==> src/rtl/wpred_pkg.sv <==
package wpred_pkg;

  localparam int WAYS = 2;

  typedef enum logic [1:0] {
    OUT_NONE = 2'd0,
    OUT_FAST = 2'd1,
    OUT_SLOW = 2'd2,
    OUT_MISS = 2'd3
  } outcome_e;

  // Victim: resident tag first, then first empty way, then the unpredicted way.
  function automatic logic pick_victim(input logic [WAYS-1:0] vld,
                                       input logic [WAYS-1:0] same,
                                       input logic            pred);
    logic way;
    if (same[0])      way = 1'b0;
    else if (same[1]) way = 1'b1;
    else if (!vld[0]) way = 1'b0;
    else if (!vld[1]) way = 1'b1;
    else              way = ~pred;
    return way;
  endfunction

endpackage

==> src/rtl/wpred_tag_array.sv <==
module wpred_tag_array
  import wpred_pkg::*;
#(
  parameter int SET_W = 3,
  parameter int TAG_W = 9
) (
  input  logic                        clk,
  input  logic                        rst_n,
  input  logic [SET_W-1:0]            lk_set,
  input  logic                        lk_way,
  output logic [TAG_W-1:0]            lk_tag,
  output logic                        lk_vld,
  input  logic [SET_W-1:0]            fl_set,
  output logic [WAYS-1:0]             fl_vld,
  output logic [WAYS-1:0][TAG_W-1:0]  fl_tag,
  input  logic                        wr_en,
  input  logic                        wr_way,
  input  logic [SET_W-1:0]            wr_set,
  input  logic [TAG_W-1:0]            wr_tag
);

  localparam int SETS = 1 << SET_W;

  logic [TAG_W-1:0] tag_q [WAYS][SETS];
  logic [SETS-1:0]  vld_q [WAYS];

  always_ff @(posedge clk) begin
    if (!rst_n) begin
      vld_q <= '{default: '0};
    end else if (wr_en) begin
      vld_q[wr_way][wr_set] <= 1'b1;
    end
  end

  always_ff @(posedge clk) begin
    if (wr_en) tag_q[wr_way][wr_set] <= wr_tag;
  end

  // single compare port: one way of one set
  assign lk_tag = tag_q[lk_way][lk_set];
  assign lk_vld = vld_q[lk_way][lk_set];

  always_comb begin
    for (int w = 0; w < WAYS; w++) begin
      fl_tag[w] = tag_q[w][fl_set];
      fl_vld[w] = vld_q[w][fl_set];
    end
  end

endmodule

==> src/rtl/wpred_data_array.sv <==
module wpred_data_array
  import wpred_pkg::*;
#(
  parameter int SET_W  = 3,
  parameter int DATA_W = 32
) (
  input  logic              clk,
  input  logic [SET_W-1:0]  rd_set,
  input  logic              rd_way,
  output logic [DATA_W-1:0] rd_data,
  input  logic              wr_en,
  input  logic              wr_way,
  input  logic [SET_W-1:0]  wr_set,
  input  logic [DATA_W-1:0] wr_data
);

  localparam int SETS = 1 << SET_W;

  logic [DATA_W-1:0] bank_out [WAYS];

  for (genvar w = 0; w < WAYS; w++) begin : g_bank
    logic [DATA_W-1:0] mem [SETS];
    always_ff @(posedge clk) begin
      if (wr_en && (wr_way == 1'(w))) mem[wr_set] <= wr_data;
    end
    assign bank_out[w] = mem[rd_set];
  end

  // output mux steered by the way select, ahead of the tag result
  assign rd_data = bank_out[rd_way];

endmodule

==> src/rtl/wpred_way_predictor.sv <==
module wpred_way_predictor #(
  parameter int SET_W = 3
) (
  input  logic             clk,
  input  logic             rst_n,
  input  logic [SET_W-1:0] rd_a_set,
  output logic             rd_a_way,
  input  logic [SET_W-1:0] rd_b_set,
  output logic             rd_b_way,
  input  logic             train_en,
  input  logic [SET_W-1:0] train_set,
  input  logic             train_way,
  input  logic             fill_en,
  input  logic [SET_W-1:0] fill_set,
  input  logic             fill_way
);

  localparam int SETS = 1 << SET_W;

  logic [SETS-1:0] pred_q;

  // a fill in the same cycle overrides training (later assignment wins)
  always_ff @(posedge clk) begin
    if (!rst_n) begin
      pred_q <= '0;
    end else begin
      if (train_en) pred_q[train_set] <= train_way;
      if (fill_en)  pred_q[fill_set]  <= fill_way;
    end
  end

  assign rd_a_way = pred_q[rd_a_set];
  assign rd_b_way = pred_q[rd_b_set];

endmodule

==> src/rtl/wpred_cache_lookup.sv <==
module wpred_cache_lookup
  import wpred_pkg::*;
#(
  parameter int ADDR_W = 12,
  parameter int DATA_W = 32,
  parameter int SET_W  = 3
) (
  input  logic              clk,
  input  logic              rst_n,
  input  logic              req_valid,
  input  logic [ADDR_W-1:0] req_addr,
  output logic              req_ready,
  output logic              rsp_valid,
  output logic [DATA_W-1:0] rsp_data,
  output logic              rsp_hit,
  output logic [1:0]        rsp_class,
  input  logic              fill_valid,
  input  logic [ADDR_W-1:0] fill_addr,
  input  logic [DATA_W-1:0] fill_data
);

  localparam int TAG_W = ADDR_W - SET_W;

  function automatic logic [SET_W-1:0] set_of(input logic [ADDR_W-1:0] a);
    return a[SET_W-1:0];
  endfunction

  function automatic logic [TAG_W-1:0] tag_of(input logic [ADDR_W-1:0] a);
    return a[ADDR_W-1:SET_W];
  endfunction

  // stage registers
  logic              s1_valid, s2_valid;
  logic [ADDR_W-1:0] s1_addr, s2_addr;
  logic              s2_way;

  // shared compare port
  logic [SET_W-1:0]  lk_set;
  logic [TAG_W-1:0]  lk_want;
  logic              lk_way;
  logic [TAG_W-1:0]  lk_tag;
  logic              lk_vld;
  logic              lk_hit;
  logic [DATA_W-1:0] lk_data;
  logic              s1_pred;

  // named events for the checker
  logic ev_fast, ev_wayfail, ev_slow, ev_miss, accept;

  // fill path
  logic [SET_W-1:0]             fl_set;
  logic [TAG_W-1:0]             fl_want;
  logic [WAYS-1:0]              fl_vld;
  logic [WAYS-1:0][TAG_W-1:0]   fl_tag;
  logic [WAYS-1:0]              fl_same;
  logic                         fl_pred;
  logic                         fl_way;

  // S1 and S2 are never both occupied, so one compare port serves both
  assign lk_set  = s2_valid ? set_of(s2_addr) : set_of(s1_addr);
  assign lk_want = s2_valid ? tag_of(s2_addr) : tag_of(s1_addr);
  assign lk_way  = s2_valid ? s2_way : s1_pred;
  assign lk_hit  = lk_vld && (lk_tag == lk_want);

  assign ev_fast    = s1_valid && !s2_valid && lk_hit;
  assign ev_wayfail = s1_valid && !s2_valid && !lk_hit;
  assign ev_slow    = s2_valid && lk_hit;
  assign ev_miss    = s2_valid && !lk_hit;

  assign req_ready = !ev_wayfail;
  assign accept    = req_valid && req_ready;

  assign fl_set  = set_of(fill_addr);
  assign fl_want = tag_of(fill_addr);

  always_comb begin
    for (int w = 0; w < WAYS; w++) begin
      fl_same[w] = fl_vld[w] && (fl_tag[w] == fl_want);
    end
  end

  assign fl_way = pick_victim(fl_vld, fl_same, fl_pred);

  wpred_tag_array #(.SET_W(SET_W), .TAG_W(TAG_W)) u_tags (
    .clk    (clk),
    .rst_n  (rst_n),
    .lk_set (lk_set),
    .lk_way (lk_way),
    .lk_tag (lk_tag),
    .lk_vld (lk_vld),
    .fl_set (fl_set),
    .fl_vld (fl_vld),
    .fl_tag (fl_tag),
    .wr_en  (fill_valid),
    .wr_way (fl_way),
    .wr_set (fl_set),
    .wr_tag (fl_want)
  );

  wpred_data_array #(.SET_W(SET_W), .DATA_W(DATA_W)) u_data (
    .clk     (clk),
    .rd_set  (lk_set),
    .rd_way  (lk_way),
    .rd_data (lk_data),
    .wr_en   (fill_valid),
    .wr_way  (fl_way),
    .wr_set  (fl_set),
    .wr_data (fill_data)
  );

  wpred_way_predictor #(.SET_W(SET_W)) u_pred (
    .clk       (clk),
    .rst_n     (rst_n),
    .rd_a_set  (set_of(s1_addr)),
    .rd_a_way  (s1_pred),
    .rd_b_set  (fl_set),
    .rd_b_way  (fl_pred),
    .train_en  (ev_slow),
    .train_set (set_of(s2_addr)),
    .train_way (s2_way),
    .fill_en   (fill_valid),
    .fill_set  (fl_set),
    .fill_way  (fl_way)
  );

  always_ff @(posedge clk) begin
    if (!rst_n) begin
      s1_valid <= 1'b0;
      s2_valid <= 1'b0;
      s1_addr  <= '0;
      s2_addr  <= '0;
      s2_way   <= 1'b0;
    end else begin
      s1_valid <= accept;
      if (accept) s1_addr <= req_addr;
      s2_valid <= ev_wayfail;
      if (ev_wayfail) begin
        s2_addr <= s1_addr;
        s2_way  <= ~s1_pred;
      end
    end
  end

  always_ff @(posedge clk) begin
    if (!rst_n) begin
      rsp_valid <= 1'b0;
      rsp_hit   <= 1'b0;
      rsp_class <= OUT_NONE;
      rsp_data  <= '0;
    end else if (ev_fast) begin
      rsp_valid <= 1'b1;
      rsp_hit   <= 1'b1;
      rsp_class <= OUT_FAST;
      rsp_data  <= lk_data;
    end else if (ev_slow) begin
      rsp_valid <= 1'b1;
      rsp_hit   <= 1'b1;
      rsp_class <= OUT_SLOW;
      rsp_data  <= lk_data;
    end else if (ev_miss) begin
      rsp_valid <= 1'b1;
      rsp_hit   <= 1'b0;
      rsp_class <= OUT_MISS;
      rsp_data  <= '0;
    end else begin
      rsp_valid <= 1'b0;
      rsp_hit   <= 1'b0;
      rsp_class <= OUT_NONE;
      rsp_data  <= '0;
    end
  end

endmodule

==> config.mk <==
export PLATFORM = sky130hd
export DESIGN_NAME = wpred_cache_lookup
export DESIGN_NICKNAME = d
export VERILOG_FILES = /design/src/rtl/wpred_pkg.sv /design/src/rtl/wpred_tag_array.sv /design/src/rtl/wpred_data_array.sv /design/src/rtl/wpred_way_predictor.sv /design/src/rtl/wpred_cache_lookup.sv
export SDC_FILE = /design/constraint.sdc
export NUM_CORES = 1
export LEC_CHECK = 0
export BUFFER_PORTS_ARGS = -buffer_cell sky130_fd_sc_hd__buf_2
export CELL_PAD_IN_SITES_DETAIL_PLACEMENT = 1
export CELL_PAD_IN_SITES_GLOBAL_PLACEMENT = 1
export CORE_ASPECT_RATIO = 0.9
export CORE_UTILIZATION = 40
export DETAILED_ROUTE_END_ITERATION = 8
export HOLD_SLACK_MARGIN = 0.12
export MAX_ROUTING_LAYER = met4
export PLACE_DENSITY = 0.62
export SYNTH_ARGS = -nofsm -noshare
export SYNTH_HDL_FRONTEND = slang
export SYNTH_HIERARCHICAL = 1
export SYNTH_SLANG_ARGS = --single-unit
==> constraint.sdc <==
create_clock -name clk -period 7.25 [get_ports clk]
set_clock_uncertainty 0.15 [all_clocks]
set_input_delay 1.0875 -clock clk [delete_from_list [all_inputs] [get_ports clk]]
set_output_delay 1.0875 -clock clk [all_outputs]
set_load 0.01 [all_outputs]
Word level (Yosys, flattened, before mapping):

Memory sizes are Yosys's and may differ from the RTL's.
Index checks and enable logic that the tools add are counted.

* register bits: 87
* memory bits (writable): 656
* output and inout port bits: 37
* logic and storage cells: 120
* memories: 3

Memories
* u_data.g_bank[0].mem: words 8, width 32, read ports 1, clocked after Yosys merged registers in 0, wr ports 1, RTL line wpred_data_array.sv:22 `logic [DATA_W-1:0] mem [SETS];`
* u_data.g_bank[1].mem: words 8, width 32, read ports 1, clocked after Yosys merged registers in 0, wr ports 1, RTL line wpred_data_array.sv:22
* u_tags.tag_q: words 2, width 72, read ports 3, clocked after Yosys merged registers in 0, wr ports 1, RTL line wpred_tag_array.sv:24 `logic [TAG_W-1:0] tag_q [WAYS][SETS];`

* $lt $le $gt $ge: 12
* equality and inequality tests: 3
* muxes and demuxes: 61
* bitwise operators: 9
* reductions and logical operators: 19

Operator list (number)
* $mux W32: 5
* $bmux W9 S3: 3
* $mux W72: 1
* $mux W9: 8
* $mux W8: 7
* $demux W9 S3: 1
* $eq A9 B9 Y1: 3
* $mux W1: 23
* $bwmux W8: 2
* $lt A3 B4 Y1 const B: 4
* $or A16 B16 Y16: 1
* $bmux W1 S3: 5
* $logic_and A1 B1 Y1: 15
* $demux W8 S1: 1
* $ge A4 B4 Y1 const B: 2
* $not A3 Y4: 2
* $demux W1 S3: 2
* $ge A3 B1 Y1 const B: 2
* $ge A2 B2 Y1 const B: 2
* $lt A4 B1 Y1 const B: 1
* $mux W2: 2
* $not A1 Y1: 4
* $not A1 Y2: 2
* $logic_not A1 Y1: 3
* other kinds (3): 3

Longest topological paths before layout:

Gate-level depths: netlist (run 1).

* word-level depth: 15
* gate-level depth with buffers: 16
* gate-level depth less buffers: 13

Hierarchy:

Netlist (run 1), hierarchy kept.

By module, submodules not included
* wpred_data_array: times used 1, cells each 806, area an instance 19195.9 um^2, seq. area each 15374.7 um^2
* wpred_tag_array: times used 1, cells each 358, area an instance 7475.9 um^2, seq. area each 4644.5 um^2
* wpred_cache_lookup: times used 1, cells each 326, area an instance 3010.4 um^2, seq. area each 1261.2 um^2
* wpred_way_predictor: times used 1, cells each 62, area an instance 635.6 um^2, seq. area each 160.2 um^2

Worst setup path after synthesis (run 1):

Ideal clock, no wire load.

* kind: input to register
* start: input port fill_addr[0]
* end: memory u_data.g_bank[1].mem[1][0], enable pin
* setup time: 0.461 ns
* data arrival time: 5.919 ns
* required time: 6.639 ns
* slack: 0.720 ns
* stages: 10
* buffers on the path: 2
* path through: buf_6 > buf_6 > mux4_1 > mux2_2 > xor2_1 > nor4_1 > a41oi_1 > a41oi_1 > nand3_1 > nor3_1

RTL lines
* from (decl): RTL line wpred_cache_lookup.sv:18 `input logic [ADDR_W-1:0] fill_addr,`
* to (decl): RTL line wpred_data_array.sv:22

Final worst setup path (run 1):

* start: register s1_addr[0]
* end: output port req_ready

* elaborated cells on any way between the ends: 20
* those cells by class: 1 x eq/ne; 12 x mux; 2 x bitwise; 4 x reduce/logical; 1 x memory

RTL lines
* from (decl): RTL line wpred_cache_lookup.sv:34 `logic [ADDR_W-1:0] s1_addr, s2_addr;`
* from (signal assigned): RTL line wpred_cache_lookup.sv:135 `if (accept) s1_addr <= req_addr;`
* $bmux W1 S3: RTL line wpred_way_predictor.sv:32 `assign rd_a_way = pred_q[rd_a_set];`
* $mux W1 (implied by the code): RTL line wpred_way_predictor.sv:32
* via s1_pred: RTL line wpred_cache_lookup.sv:45 `logic s1_pred;`
* $mux W1: RTL line wpred_cache_lookup.sv:62 `assign lk_way = s2_valid ? s2_way : s1_pred;`
* via lk_way: RTL line wpred_cache_lookup.sv:40 `logic lk_way;`
* $mem_v2 Z2 W72
* $bmux W9 S3: RTL line wpred_tag_array.sv:40 `assign lk_tag = tag_q[lk_way][lk_set];`
* $mux W9 (implied by the code) (2 in series): RTL line wpred_tag_array.sv:40
* via lk_tag[5]: RTL line wpred_cache_lookup.sv:41 `logic [TAG_W-1:0] lk_tag;`
* $eq A9 B9 Y1: RTL line wpred_cache_lookup.sv:63 `assign lk_hit = lk_vld && (lk_tag == lk_want);`
* $logic_and A1 B1 Y1: RTL line wpred_cache_lookup.sv:63
* $logic_not A1 Y1: RTL line wpred_cache_lookup.sv:66 `assign ev_wayfail = s1_valid && !s2_valid && !lk_hit;`
* $logic_and A1 B1 Y1: RTL line wpred_cache_lookup.sv:66
* $logic_not A1 Y1: RTL line wpred_cache_lookup.sv:70 `assign req_ready = !ev_wayfail;`
* to (decl): RTL line wpred_cache_lookup.sv:12 `output logic req_ready,`

The timed path passes the listed nets, and every way through them passes these cells. The select of a mux whose other input is x is not followed.

==> summary.txt, run 1 <==
==================================================================================================
Maximum level of the CTS H-tree                                                                  3
Status                                                                                finished clean
Leakage power                                                                              11.2 nW
Row Count                                                                                       95
Share of final-layout standard cells stronger than drive strength 1                          27.7%
Root Buffer                                                                              clkbuf_16
Horizontal extent of the die                                                                292 um
Util after Layout                                                                            46.4%
Max Root-Sink Buffers                                                                            3
Layout overhead on the synthesized area                                                      14.7%
Critical path, cell by cell                                                           mux4_1 -> mux2_2 -> mux2_2 -> buf_4 -> mux4_2 -> a22oi_1 -> nand2_1 -> xor2_1 -> and4bb_2 -> a31oi_1 -> inv_1 -> buf_2
Terminating pin of the worst hold path                                                u_tags/vld_q[11]
Total I/O pin count                                                                             97
Library cell appearing most often on the critical path                                      mux2_2
Worst r2r dst                                                                         u_pred/pred_q[0]
Arrival time reported for the critical path endpoint                                       4.83 ns
Final Instance Count excl. Fillers                                                            2719
Post-cts resize count                                                                            0
Source of the worst hold timing path                                                  u_tags/vld_q[11]
Synth async-reset ratio                                                                         0%
Sequential fraction of the synthesis area                                                    70.7%
Drt total wl                                                                              76100 um
Final weighted congestion in routability-driven placement                                    0.806
Clock latency on the worst-skew pair                                                       0.63 ns
Gr usage total                                                                               20.5%
Critical path fanouts, max                                                                      29
Core outline area                                                                      74900 sq um
Post-Route Setup TNS                                                                          0 ns
Multiplexer share of the synthesized area                                                    18.0%
Slew at the pin with the worst max-slew slack                                              1.13 ns
Number of buffers created by CTS                                                                79
Global route hottest layer                                                                    met2
Grt met1 use                                                                                 29.2%
Relative slew slack                                                                          24.6%
Dominant cell type by area after synthesis                                                edfxtp_1
Most common cell after layout, fill and taps aside                                        edfxtp_1
Main combinational cell family by area after synthesis                                multiplexers
Setup slack of the worst register-to-register path                                         1.71 ns
Required time at the endpoint of the critical path                                         6.01 ns
Antenna violations before repair                                                                 3
Initial core utilization                                                                     40.5%
Cell types with the largest area share after synthesis                                edfxtp_1 65%, mux4_2 12%, dfxtp_1 5.7%, mux4_1 4.9%, a22oi_1 2.1%
Antenna Violating Nets Remaining                                                                 0
Dpl hpwl                                                                                  46400 um
Path depth of the worst reg2reg path                                                            14
Largest stage delay on the critical path                                                   0.59 ns
PortBufs                                                                                        96
VDD IR max                                                                                  183 uV
Via count normalized by instance count                                                        5.85
Mean routed wirelength per cell                                                            28.0 um
Startpoint kind of the worst setup timing path                                                flop
Layout Cell Area excl Fill                                                             34800 sq um
Total of warnings raised by yosys                                                                6
Fin crit period                                                                            6.07 ns
Number of max-cap violations                                                                     0
Clock transition time at the flip-flop clock pins of the worst setup and hold paths        0.06 ns
Total power consumption of the routed design                                               9.49 mW
Period utilization                                                                           83.7%
Commonest cells after routing, fill and taps aside                                    656 x edfxtp_1, 156 x mux4_2, 96 x buf_2
Cell with the largest stage delay on the worst path                                         mux4_1
Compound-gate portion of the synthesized area                                                4.14%
Distinct cell type count after synthesis                                                        53
Initial detailed-routing violation count                                                      1165
Post-synthesis share of cell area spent on and, or, nand and nor gates                       4.58%
Number of buffer and inverter stages on the critical path                                        3
Final-report setup violation count                                                               0
Fraction of synthesized cell area taken by the top area cell type                            65.0%
# Post-CTS Setup Buffers                                                                         0
Power density over the cells                                                           273 nW/um^2
Category of cells accounting for the largest share of critical-path delay             multiplexers
Number of instances in the placed design                                                      2569
Hold buffer count at CTS                                                                         0
Clock sinks                                                                                    743
Met3 Track Usage GR                                                                          3.47%
Net count after synthesis                                                                     1612
Xor/xnor cell area share of the yosys netlist                                               0.780%
Crit Reg-Reg Startpoint                                                                 s1_addr[0]
Post-synth EDFFs                                                                               656
Remaining Overflow, GRT                                                                          0
Most instantiated flip-flop cell in the synthesis netlist                                 edfxtp_1
Synthesized cell area                                                                  30300 sq um
Highest clock frequency the design can meet                                                165 MHz
Hold violation count in the final report                                                         0
Global-route wire length before repair                                                   113000 um
Overall die height                                                                          263 um
Via count                                                                                    15900
Slew Limit Fails                                                                                 0
Area of the die                                                                        76900 sq um
Hold crit path type                                                                        reg2reg
Pin count of the biggest net entering global routing                                            84
Number of remaining DRC errors                                                                   0
Number of standard cells after synthesis                                                      1552
RSZ-0062 raised after global routing                                                            no
Critical path start-end classification                                                     reg2out
Via count of the first global-routing pass                                                   16400
Met2 Resource Use GR                                                                         31.1%
Min-Delay Path Depth                                                                             1
CTS tree                                                                                     built
Adder and majority cell fraction of the synthesized area                                        0%
Drt first pass iters                                                                             5
Kind of end point of the critical path                                                primary output
Syn avg cell area                                                                       19.5 sq um
Final net count                                                                               1740
Total placed instance area                                                             32100 sq um
Register bit count reported by yosys                                                           743
WP depth                                                                                        12
==================================================================================================
## cells in the mapped netlist, types with 13 or more instances
cell type  instances
mux2i_1           18
dfxtp_1           87
edfxtp_1         656
mux4_1            56
mux2_2            26
mux4_2           156
a22oi_1           84
xor2_1            23
buf_2             18
o21a_1            16
clkbuf_1          42
nand3_1           13
nor3b_1           32
and2_1            15
buf_1             14
o21ai_0           27
nor2_1            42
nand2_1           86
## worst register-to-register path, cell delays in order, from the launching register on
cell and delay [ns]:
dfxtp_1 0.46, mux4_1 0.60, mux2_2 0.29, mux2_2 0.57, buf_4 0.36, mux4_2 0.32
a22oi_1 0.39, nand2_1 0.14, xor2_1 0.30, nand4bb_4 0.40, nor3_1 0.42, and2_1 0.32
nor4b_1 0.37, mux2i_1 0.24, a21oi_1 0.08
## logic make-up after synthesis
group / Yosys count
flip-flops: 743
multiplexers: 256
AND/OR/NAND/NOR: 254
AO/OA/AOI/OAI: 171
buffers and inverters: 101
XOR/XNOR: 27
## cell type report
type | count | area (sq um)
timing repair buffer | 145 | 923
inverter | 3 | 11.3
antenna | 2 | 5.00
tap | 970 | 1210
sequential | 743 | 21400
multi-input combinational | 708 | 8540
clock buffer | 102 | 2140
clock inverter | 46 | 503
fill | 6939 | 40100
## power by group
part	internal (mW)	total [mW]	switching, mW
Clock	2.42	4.08	1.66
Combinational	0.265	0.675	0.410
Sequential	4.71	4.74	0.0253
## through the flow
step / hold WS, ns / worst slack [ns]
2_1_floorplan: 0.296 / 0.720
3_3_place_gp: 0.321 / 1.06
3_5_place_dp: 0.335 / 0.983
4_1_cts: 0.352 / 1.17
5_1_grt: 0.371 / 0.949
6_report: 0.354 / 1.18
## worst max-delay path by stage
| stage | startpoint | endpoint |
|---|---|---|
| final | s1_addr[0] | req_ready |
| after global routing | s1_addr[0] | req_ready |
| after CTS | s1_addr[0] | req_ready |
| after detailed placement | fill_addr[0] | u_tags/tag_q[1][11] |
| after global placement | fill_addr[0] | u_tags/tag_q[1][14] |
| after floorplan | fill_addr[0] | u_data/g_bank[1].mem[1][0] |
## state kept, by name, summed over array words and instances (netlist names), 2 cells and up
signal,count
rsp_class,2
rsp_data,32
s1_addr,12
s2_addr,12
u_data/g_bank.mem,512
u_pred/pred_q,8
u_tags/tag_q,144
u_tags/vld_q,16
## per-layer routing
layer	vias to the layer above	share of wire, %
li1	6794	-
met1	8608	46
met2	401	47
met3	92	4.9
met4	0	1.8
met5	-	0
(Power assumes the default switching activity.)
==> run 2, diff against run 1 <==
--- a/config.mk
+++ b/config.mk
@@ -5,6 +5,7 @@
 export SDC_FILE = /design/constraint.sdc
 export NUM_CORES = 1
 export LEC_CHECK = 0
+export ABC_AREA = 1
 export BUFFER_PORTS_ARGS = -buffer_cell sky130_fd_sc_hd__buf_2
 export CELL_PAD_IN_SITES_DETAIL_PLACEMENT = 1
 export CELL_PAD_IN_SITES_GLOBAL_PLACEMENT = 1
@@ -13,7 +14,7 @@
 export DETAILED_ROUTE_END_ITERATION = 8
 export HOLD_SLACK_MARGIN = 0.12
 export MAX_ROUTING_LAYER = met4
-export PLACE_DENSITY = 0.62
+export PLACE_DENSITY = 0.68
 export SYNTH_ARGS = -nofsm -noshare
 export SYNTH_HDL_FRONTEND = slang
 export SYNTH_HIERARCHICAL = 1
==> constraint.sdc (replaced) <==
create_clock -name clk -period 6.15 [get_ports clk]
set_clock_uncertainty 0.15 [all_clocks]
set_input_delay 0.9225 -clock clk [delete_from_list [all_inputs] [get_ports clk]]
set_output_delay 0.9225 -clock clk [all_outputs]
set_load 0.01 [all_outputs]
==> run 2 against run 1 <==
  * Sequential share of layout area shrank 5.8 points
  * Non-clock buffer count grew 6
  * Critical path depth grew 3
  * Register-to-register slack lost 0.47 ns
  * Critical path type unchanged
==> summary.txt, run 2 <==
==================================================================================================
Status                                                                                finished clean   unchanged
Critical path start-end classification                                                     reg2out   unchanged
Register bit count reported by yosys                                                           743   unchanged
Distinct cell type count after synthesis                                                        38   was 53
Largest stage delay on the critical path                                                   0.92 ns   was 0.59 ns
Cell internal power dissipation                                                            8.73 mW   was 7.40 mW
Initial detailed-routing violation count                                                      1790   was 1165
Drt total wl                                                                             103000 um   was 76100 um
Synthesized cell area                                                                  34400 sq um   was 30300 sq um
Drt first pass iters                                                                             5   unchanged
Total placed instance area                                                             35700 sq um   was 32100 sq um
Fraction of power consumed by sequential logic                                               47.6%   was 49.9%
Critical path fanouts, max                                                                      89   was 29
Total power consumption of the routed design                                               11.8 mW   was 9.49 mW
Area of the die                                                                        87100 sq um   was 76900 sq um
Cell with the most instances after synthesis                                               nand2_1   was edfxtp_1
Row Count                                                                                      101   was 95
Cell types with the largest area share after synthesis                                edfxtp_1 57%, nand2_1 11%, nand3_1 8.7%, inv_1 7.3%, dfxtp_1 5.1%   was edfxtp_1 65%, mux4_2 12%, dfxtp_1 5.7%, mux4_1 4.9%, a22oi_1 2.1%
Initial core utilization                                                                     40.6%   was 40.5%
Number of remaining DRC errors                                                                   0   unchanged
Remaining Overflow, GRT                                                                          0   unchanged
Highest clock frequency the design can meet                                                172 MHz
Via count of the first global-routing pass                                                   25600   was 16400
Setup slack of the worst register-to-register path                                         1.24 ns   was 1.71 ns
RSZ-0062 raised after global routing                                                            no   unchanged
Dpl hpwl                                                                                  59200 um   was 46400 um
Fin crit period                                                                            5.83 ns
Combinational cell fraction of total power                                                   10.6%   was 7.1%
Slew at the pin with the worst max-slew slack                                              1.32 ns   was 1.13 ns
Horizontal extent of the die                                                                311 um   was 292 um
Biggest regs                                                                          u_data/g_bank.mem x512, u_tags/tag_q x144, rsp_data x32   unchanged
Arrival time reported for the critical path endpoint                                       4.76 ns   was 4.83 ns
Commonest cells after routing, fill and taps aside                                    1050 x nand2_1, 668 x inv_1, 656 x edfxtp_1   was 656 x edfxtp_1, 156 x mux4_2, 96 x buf_2
Critical path, cell by cell                                                           nand2_1 -> o21ai_4 -> buf_4 -> nand2_1 -> nand3_1 -> nand3_1 -> nand3_1 -> nand2_1 -> nand3b_1 -> nand2_1 -> nand2_1 -> nor2_2 -> nand3_4 -> nand2_2 -> buf_2   was mux4_1 -> mux2_2 -> mux2_2 -> buf_4 -> mux4_2 -> a22oi_1 -> nand2_1 -> xor2_1 -> and4bb_2 -> a31oi_1 -> inv_1 -> buf_2
Post-cts resize count                                                                            0   unchanged
Commonest cells in the synthesized netlist                                            1053 x nand2_1, 670 x inv_1, 656 x edfxtp_1   was 656 x edfxtp_1, 156 x mux4_2, 87 x dfxtp_1
Number of max-cap violations                                                                     0   unchanged
Root Buffer                                                                              clkbuf_16   unchanged
Kind of end point of the critical path                                                primary output   unchanged
Crit Reg-Reg Startpoint                                                                   s2_valid   was s1_addr[0]
Global-route wire length before repair                                                   156000 um   was 113000 um
Net count after synthesis                                                                     3701   was 1612
Path depth of the worst reg2reg path                                                            18   was 14
Gr usage total                                                                               24.2%   was 20.5%
Mean routed wirelength per cell                                                            21.1 um   was 28.0 um
Register containing the most flip-flops in the final layout                           u_data/g_bank.mem   unchanged
Final weighted congestion in routability-driven placement                                    0.829   was 0.806
Post-synth EDFFs                                                                               656   unchanged
Net load switching power                                                                   3.03 mW   was 2.10 mW
Required time at the endpoint of the critical path                                         5.08 ns   was 6.01 ns
Source of the worst hold timing path                                                    s2_addr[8]   was u_tags/vld_q[11]
Total of warnings raised by yosys                                                                6   unchanged
Hold buffer count at CTS                                                                         0   unchanged
Number of buffer and inverter stages on the critical path                                        2   was 3
Power density over the cells                                                           306 nW/um^2   was 273 nW/um^2
Number of flip-flops in the largest register                                                   512   unchanged
Library cell appearing most often on the critical path                                     nand2_1   was mux2_2
Layout Cell Area excl Fill                                                             38400 sq um   was 34800 sq um
Antenna violations before repair                                                                 7   was 3
Number of standard cells after synthesis                                                      3641   was 1552
VDD IR max                                                                                  166 uV   was 183 uV
Most instantiated flip-flop cell in the synthesis netlist                                 edfxtp_1   unchanged
Switching fraction of total power                                                            25.8%   was 22.1%
Relative slew slack                                                                          12.3%   was 24.6%
Post-Route Setup TNS                                                                          0 ns   unchanged
Final-report setup violation count                                                               0   unchanged
Synth async-reset ratio                                                                         0%   unchanged
Clock latency on the worst-skew pair                                                       0.65 ns   was 0.63 ns
Layout overhead on the synthesized area                                                      11.6%   was 14.7%
PortBufs                                                                                        96   unchanged
Pin count of the biggest net entering global routing                                           116   was 84
Sequential fraction of the synthesis area                                                    62.4%   was 70.7%
Most common cell after layout, fill and taps aside                                         nand2_1   was edfxtp_1
Hold violation count in the final report                                                         0   unchanged
# Post-CTS Setup Buffers                                                                         0   unchanged
Min-Delay Path Depth                                                                             2   was 1
Clock transition time at the flip-flop clock pins of the worst setup and hold paths        0.06 ns   about the same
Category of cells accounting for the largest share of critical-path delay             simple AND/OR/NAND/NOR gates   was multiplexers
Worst r2r dst                                                                           s1_addr[6]   was u_pred/pred_q[0]
Count of filler cells inserted in the layout                                                  9620   was 6939
Max Root-Sink Buffers                                                                            3   unchanged
Leakage power                                                                              16.6 nW   was 11.2 nW
Antenna Violating Nets Remaining                                                                 0   unchanged
Clock sinks                                                                                    743   unchanged
CTS tree                                                                                     built   unchanged
Maximum level of the CTS H-tree                                                                  3   unchanged
Via count                                                                                    25100   was 15900
Via count normalized by instance count                                                        5.13   was 5.85
Syn avg cell area                                                                       9.44 sq um   was 19.5 sq um
Overall die height                                                                          280 um   was 263 um
Total I/O pin count                                                                             97   unchanged
Final net count                                                                               3749   was 1740
Share of final-layout standard cells stronger than drive strength 1                          9.75%   was 27.7%
Clock network fraction of total power                                                        41.8%   was 43.0%
Cell with the largest stage delay on the worst path                                        dfxtp_1   was mux4_1
Hold crit path type                                                                        reg2reg   unchanged
Post-Route Hold Slack                                                                     0.313 ns   was 0.354 ns
Dominant cell type by area after synthesis                                                edfxtp_1   unchanged
Period utilization                                                                           94.8%
Fraction of synthesized cell area taken by the top area cell type                            57.3%   was 65.0%
Number of buffers created by CTS                                                                82   was 79
Slew Limit Fails                                                                                 0   unchanged
Core outline area                                                                      84700 sq um   was 74900 sq um
Terminating pin of the worst hold path                                                  s2_addr[8]   was u_tags/vld_q[11]
Startpoint kind of the worst setup timing path                                                flop   unchanged
==================================================================================================
run 2: cell types whose count changed after synthesis, moves of 56 or more:
cell,delta
a22oi_1,-84
a21oi_1,+83
nand2_1,+967
mux4_2,-156
o21ai_1,+78
nand3_1,+585
inv_1,+667
nor2_1,+58
buf_2,+57
mux4_1,-56
run 2: how the worst max path moves through the flow:
stage                      start                         end  cells past startpoint
finish                  s2_valid                   req_ready                     15
global route          s1_addr[0]                   req_ready                     21
CTS                     s2_valid                   req_ready                     15
detailed placement  fill_addr[0]  u_data/g_bank[0].mem[7][4]                     18
global placement    fill_addr[0]  u_data/g_bank[0].mem[7][9]                     16
floorplan           fill_addr[0]  u_data/g_bank[1].mem[0][0]                     16
run 2: metal layers:
layer  share of wire [%]  global-route usage, %  up-vias
met1                  46                   32.9    12500
li1                    -                      -    11800
met2                  46                   38.1      694
met3                 5.4                   3.50      150
met5                   0                      -        -
met4                 2.2                   6.43        0
run 2: layout make-up:
class | instances | area [sq um] | share of cell area, %
flip-flops and latches | 743 | 21400 | 55.9
multi-input cells | 2032 | 9300 | 24.3
inverters | 679 | 2560 | 6.67
clock buffers | 113 | 2230 | 5.81
well taps | 1133 | 1420 | 3.70
repair buffers | 151 | 987 | 2.57
clock inverters | 34 | 409 | 1.07
diodes | 6 | 15.0 | 0.0391
run 2: power by group through the flow:
stage / clock (mW) / sequential (mW) / combinational, mW
6_report: 4.92 / 5.60 / 1.24
5_1_grt: 5.17 / 5.60 / 1.37
4_1_cts: 5.01 / 5.59 / 1.25
3_5_place_dp: 0 / 5.70 / 1.24
3_3_place_gp: 0 / 5.70 / 1.22
2_1_floorplan: 0 / 5.69 / 0.833
run 2: cell families (layout without fill, tap and decap cells):
group / after synthesis / count (layout) / synth area share, %
xor+xnor: 12 / 12 / 0.306
buf+inv: 866 / 977 / 11.0
simple gates: 1798 / 1798 / 22.6
other cells: 0 / 6 / 0
compound gates: 222 / 222 / 3.68
flops: 743 / 743 / 62.4
run 2: metrics by stage:
step           std cells  worst slack, ns  util (%)
2_1_floorplan       3641             1.49         -
3_3_place_gp        4738             1.02      42.2
3_5_place_dp        4738            0.937      42.2
4_1_cts             4885            0.238      45.3
5_1_grt             4891          0.00488      45.3
6_report            4891            0.322      45.3
run 2: tightest hold or removal path: cells and delay by family, from the launching register on:
family,cells,cell delay [ns]
flip-flops,1,0.31
AND/OR/NAND/NOR,1,0.06
AO/OA/AOI/OAI,1,0.05
==> run 3, diff against run 2 <==
--- a/config.mk
+++ b/config.mk
@@ -11,6 +11,7 @@
 export CELL_PAD_IN_SITES_GLOBAL_PLACEMENT = 1
 export CORE_ASPECT_RATIO = 0.9
 export CORE_UTILIZATION = 40
+export CTS_BUF_LIST = sky130_fd_sc_hd__clkbuf_8
 export DETAILED_ROUTE_END_ITERATION = 8
 export HOLD_SLACK_MARGIN = 0.12
 export MAX_ROUTING_LAYER = met4
==> run 3 against run 2 <==
  * Sequential cell count stayed put
  * Largest power group unchanged
  * Combinational power hardly changed
  * Register-to-register slack better by 0.04 ns
  * Sequential share of layout area is 0.20 points higher
  * Critical path depth stayed put
  * Critical endpoint unchanged
==> summary.txt, run 3 (synthesized netlist as in run 2, its figures left out) <==
==================================================================================================
Clock sinks                                                                                    743   unchanged
Util after Layout                                                                            45.2%   was 45.3%
Remaining Overflow, GRT                                                                          0   unchanged
Share of final-layout standard cells stronger than drive strength 1                          10.9%   was 9.75%
Core outline area                                                                      84700 sq um   unchanged
Total power consumption of the routed design                                               11.3 mW   was 11.8 mW
Highest clock frequency the design can meet                                                170 MHz   was 172 MHz
Critical path, cell by cell                                                           nand2_1 -> nand2_4 -> clkinv_1 -> buf_12 -> nand3_1 -> nand3_1 -> nand3_1 -> nand2_1 -> nand3b_1 -> nand2_1 -> nand2_1 -> nor2_2 -> nand3_4 -> nand2_2 -> buf_2   was nand2_1 -> o21ai_4 -> buf_4 -> nand2_1 -> nand3_1 -> nand3_1 -> nand3_1 -> nand2_1 -> nand3b_1 -> nand2_1 -> nand2_1 -> nor2_2 -> nand3_4 -> nand2_2 -> buf_2
Maximum level of the CTS H-tree                                                                  4   was 3
PortBufs                                                                                        96   unchanged
Number of remaining DRC errors                                                                   0   unchanged
Status                                                                                finished clean   unchanged
Drt first pass iters                                                                             5   unchanged
Relative slew slack                                                                          24.8%   was 12.3%
Via count normalized by instance count                                                        5.09   was 5.13
Setup slack of the worst register-to-register path                                         1.28 ns   was 1.24 ns
# Post-CTS Setup Buffers                                                                         0   unchanged
Startpoint kind of the worst setup timing path                                                flop   unchanged
Antenna Violating Nets Remaining                                                                 0   unchanged
Overall die height                                                                          280 um   unchanged
Via count                                                                                    25300   was 25100
Max Root-Sink Buffers                                                                            3   unchanged
Leakage power                                                                              16.7 nW   was 16.6 nW
Layout overhead on the synthesized area                                                      11.2%   was 11.6%
Hold crit path type                                                                        reg2reg   unchanged
Final weighted congestion in routability-driven placement                                    0.829   unchanged
Register containing the most flip-flops in the final layout                           u_data/g_bank.mem   unchanged
Period utilization                                                                           95.4%   was 94.8%
Required time at the endpoint of the critical path                                         5.08 ns   about the same
Number of max-cap violations                                                                     0   unchanged
Total placed instance area                                                             35700 sq um   unchanged
Drt total wl                                                                             103000 um   about the same
Mean routed wirelength per cell                                                            20.7 um   was 21.1 um
Global-route wire length before repair                                                   156000 um   about the same
Via count of the first global-routing pass                                                   25800   was 25600
Commonest cells after routing, fill and taps aside                                    1050 x nand2_1, 714 x inv_1, 656 x edfxtp_1   was 1050 x nand2_1, 668 x inv_1, 656 x edfxtp_1
CTS tree                                                                                     built   unchanged
Biggest regs                                                                          u_data/g_bank.mem x512, u_tags/tag_q x144, rsp_data x32   unchanged
Dpl hpwl                                                                                  59200 um   unchanged
Area of the multi-input gates                                                           9300 sq um   unchanged
Horizontal extent of the die                                                                311 um   unchanged
Hold buffer count at CTS                                                                         0   unchanged
Power density over the cells                                                           295 nW/um^2   was 306 nW/um^2
Layout Cell Area excl Fill                                                             38200 sq um   was 38400 sq um
Final net count                                                                               3798   was 3749
Gr usage total                                                                               24.4%   was 24.2%
Critical path fanouts, max                                                                      27   was 89
Area of the die                                                                        87100 sq um   unchanged
Initial detailed-routing violation count                                                      1954   was 1790
VDD IR max                                                                                  178 uV   was 166 uV
Count of filler cells inserted in the layout                                                  9739   was 9620
Number of buffers created by CTS                                                               131   was 82
Sequential cell area in the final layout                                               21400 sq um   unchanged
Most common cell after layout, fill and taps aside                                         nand2_1   unchanged
Library cell appearing most often on the critical path                                     nand2_1   unchanged
Clock transition time at the flip-flop clock pins of the worst setup and hold paths        0.06 ns   about the same
Pin count of the biggest net entering global routing                                           116   unchanged
Cell with the largest stage delay on the worst path                                        dfxtp_1   unchanged
Slew at the pin with the worst max-slew slack                                              1.13 ns   was 1.32 ns
Antenna violations before repair                                                                 6   was 7
Kind of end point of the critical path                                                primary output   unchanged
Clock latency on the worst-skew pair                                                       0.78 ns   was 0.65 ns
Slew Limit Fails                                                                                 0   unchanged
Number of flip-flops in the largest register                                                   512   unchanged
Fin crit period                                                                            5.87 ns   was 5.83 ns
Row Count                                                                                      101   unchanged
Arrival time reported for the critical path endpoint                                       4.79 ns   was 4.76 ns
RSZ-0062 raised after global routing                                                            no   unchanged
Initial core utilization                                                                     40.6%   unchanged
Largest stage delay on the critical path                                                   0.93 ns   was 0.92 ns
Hold violation count in the final report                                                         0   unchanged
Final-report setup violation count                                                               0   unchanged
Post-cts resize count                                                                            0   unchanged
Post-Route Setup TNS                                                                          0 ns   unchanged
Total I/O pin count                                                                             97   unchanged
Root Buffer                                                                               clkbuf_8   was clkbuf_16
Critical path start-end classification                                                     reg2out   unchanged
==================================================================================================
[run 3: cell count changes in the layout (fill, tap and decap cells not counted), moves of 3 or more]
cell       delta
clkbuf_16    -82
clkbuf_1     -25
clkbuf_8    +138
clkinv_1     +16
inv_1        +46
bufinv_16     -3
clkinv_8      -3
[run 3: path summary, 6_finish.rpt]
path | cells after the start | to | start
min reg2reg | 2 | s2_addr[8] | s2_addr[8]
max | 15 | req_ready | s2_valid
max reg2reg | 12 | rsp_data[15] | s2_valid
min | 2 | s2_addr[8] | s2_addr[8]
[run 3: final cells by class]
class / count / area share [%]
Timing Repair Buffer: 151 / 2.59
Inverter: 679 / 6.71
Clock buffer: 144 / 5.18
Clock inverter: 93 / 1.35
Multi-Input combinational cell: 2032 / 24.3
Antenna cell: 5 / 0.0327
Sequential cell: 743 / 56.1
Tap cell: 1133 / 3.71
[run 3: through the flow]
step | setup slack (ns) | cells | hold slack [ns]
finish | 0.285 | 4980 | 0.311
global route | 0.00134 | 4980 | 0.324
CTS | 0.130 | 4975 | 0.262
detailed placement | 0.937 | 4738 | 0.305
global placement | 1.02 | 4738 | 0.301
floorplan | 1.49 | 3641 | 0.289
[run 3: routing by layer]
layer  global-route usage, %  share of wire [%]  vias up  wire [um]
li1                        -                  -    11900          -
met2                    37.9                 46      671      47500
met4                    6.91                1.9        0       1990
met1                    33.1                 46    12600      47700
met5                       -                  0        -          0
met3                    4.02                5.6      157       5750
[run 3: worst max-delay path: cells and delay by family (launching register included)]
| family | cells | cell delay, ns |
|---|---|---|
| AND/OR/NAND/NOR | 12 | 1.92 |
| buffers and inverters | 3 | 1.15 |
| flip-flops | 1 | 0.93 |
[run 3: report_power, final]
| group | internal, mW | total [mW] | switching [mW] |
|---|---|---|---|
| Sequential | 5.56 | 5.60 | 0.0329 |
| Clock | 2.33 | 4.42 | 2.10 |
| Combinational | 0.322 | 1.24 | 0.920 |
| Total | 8.21 | 11.3 | 3.05 |
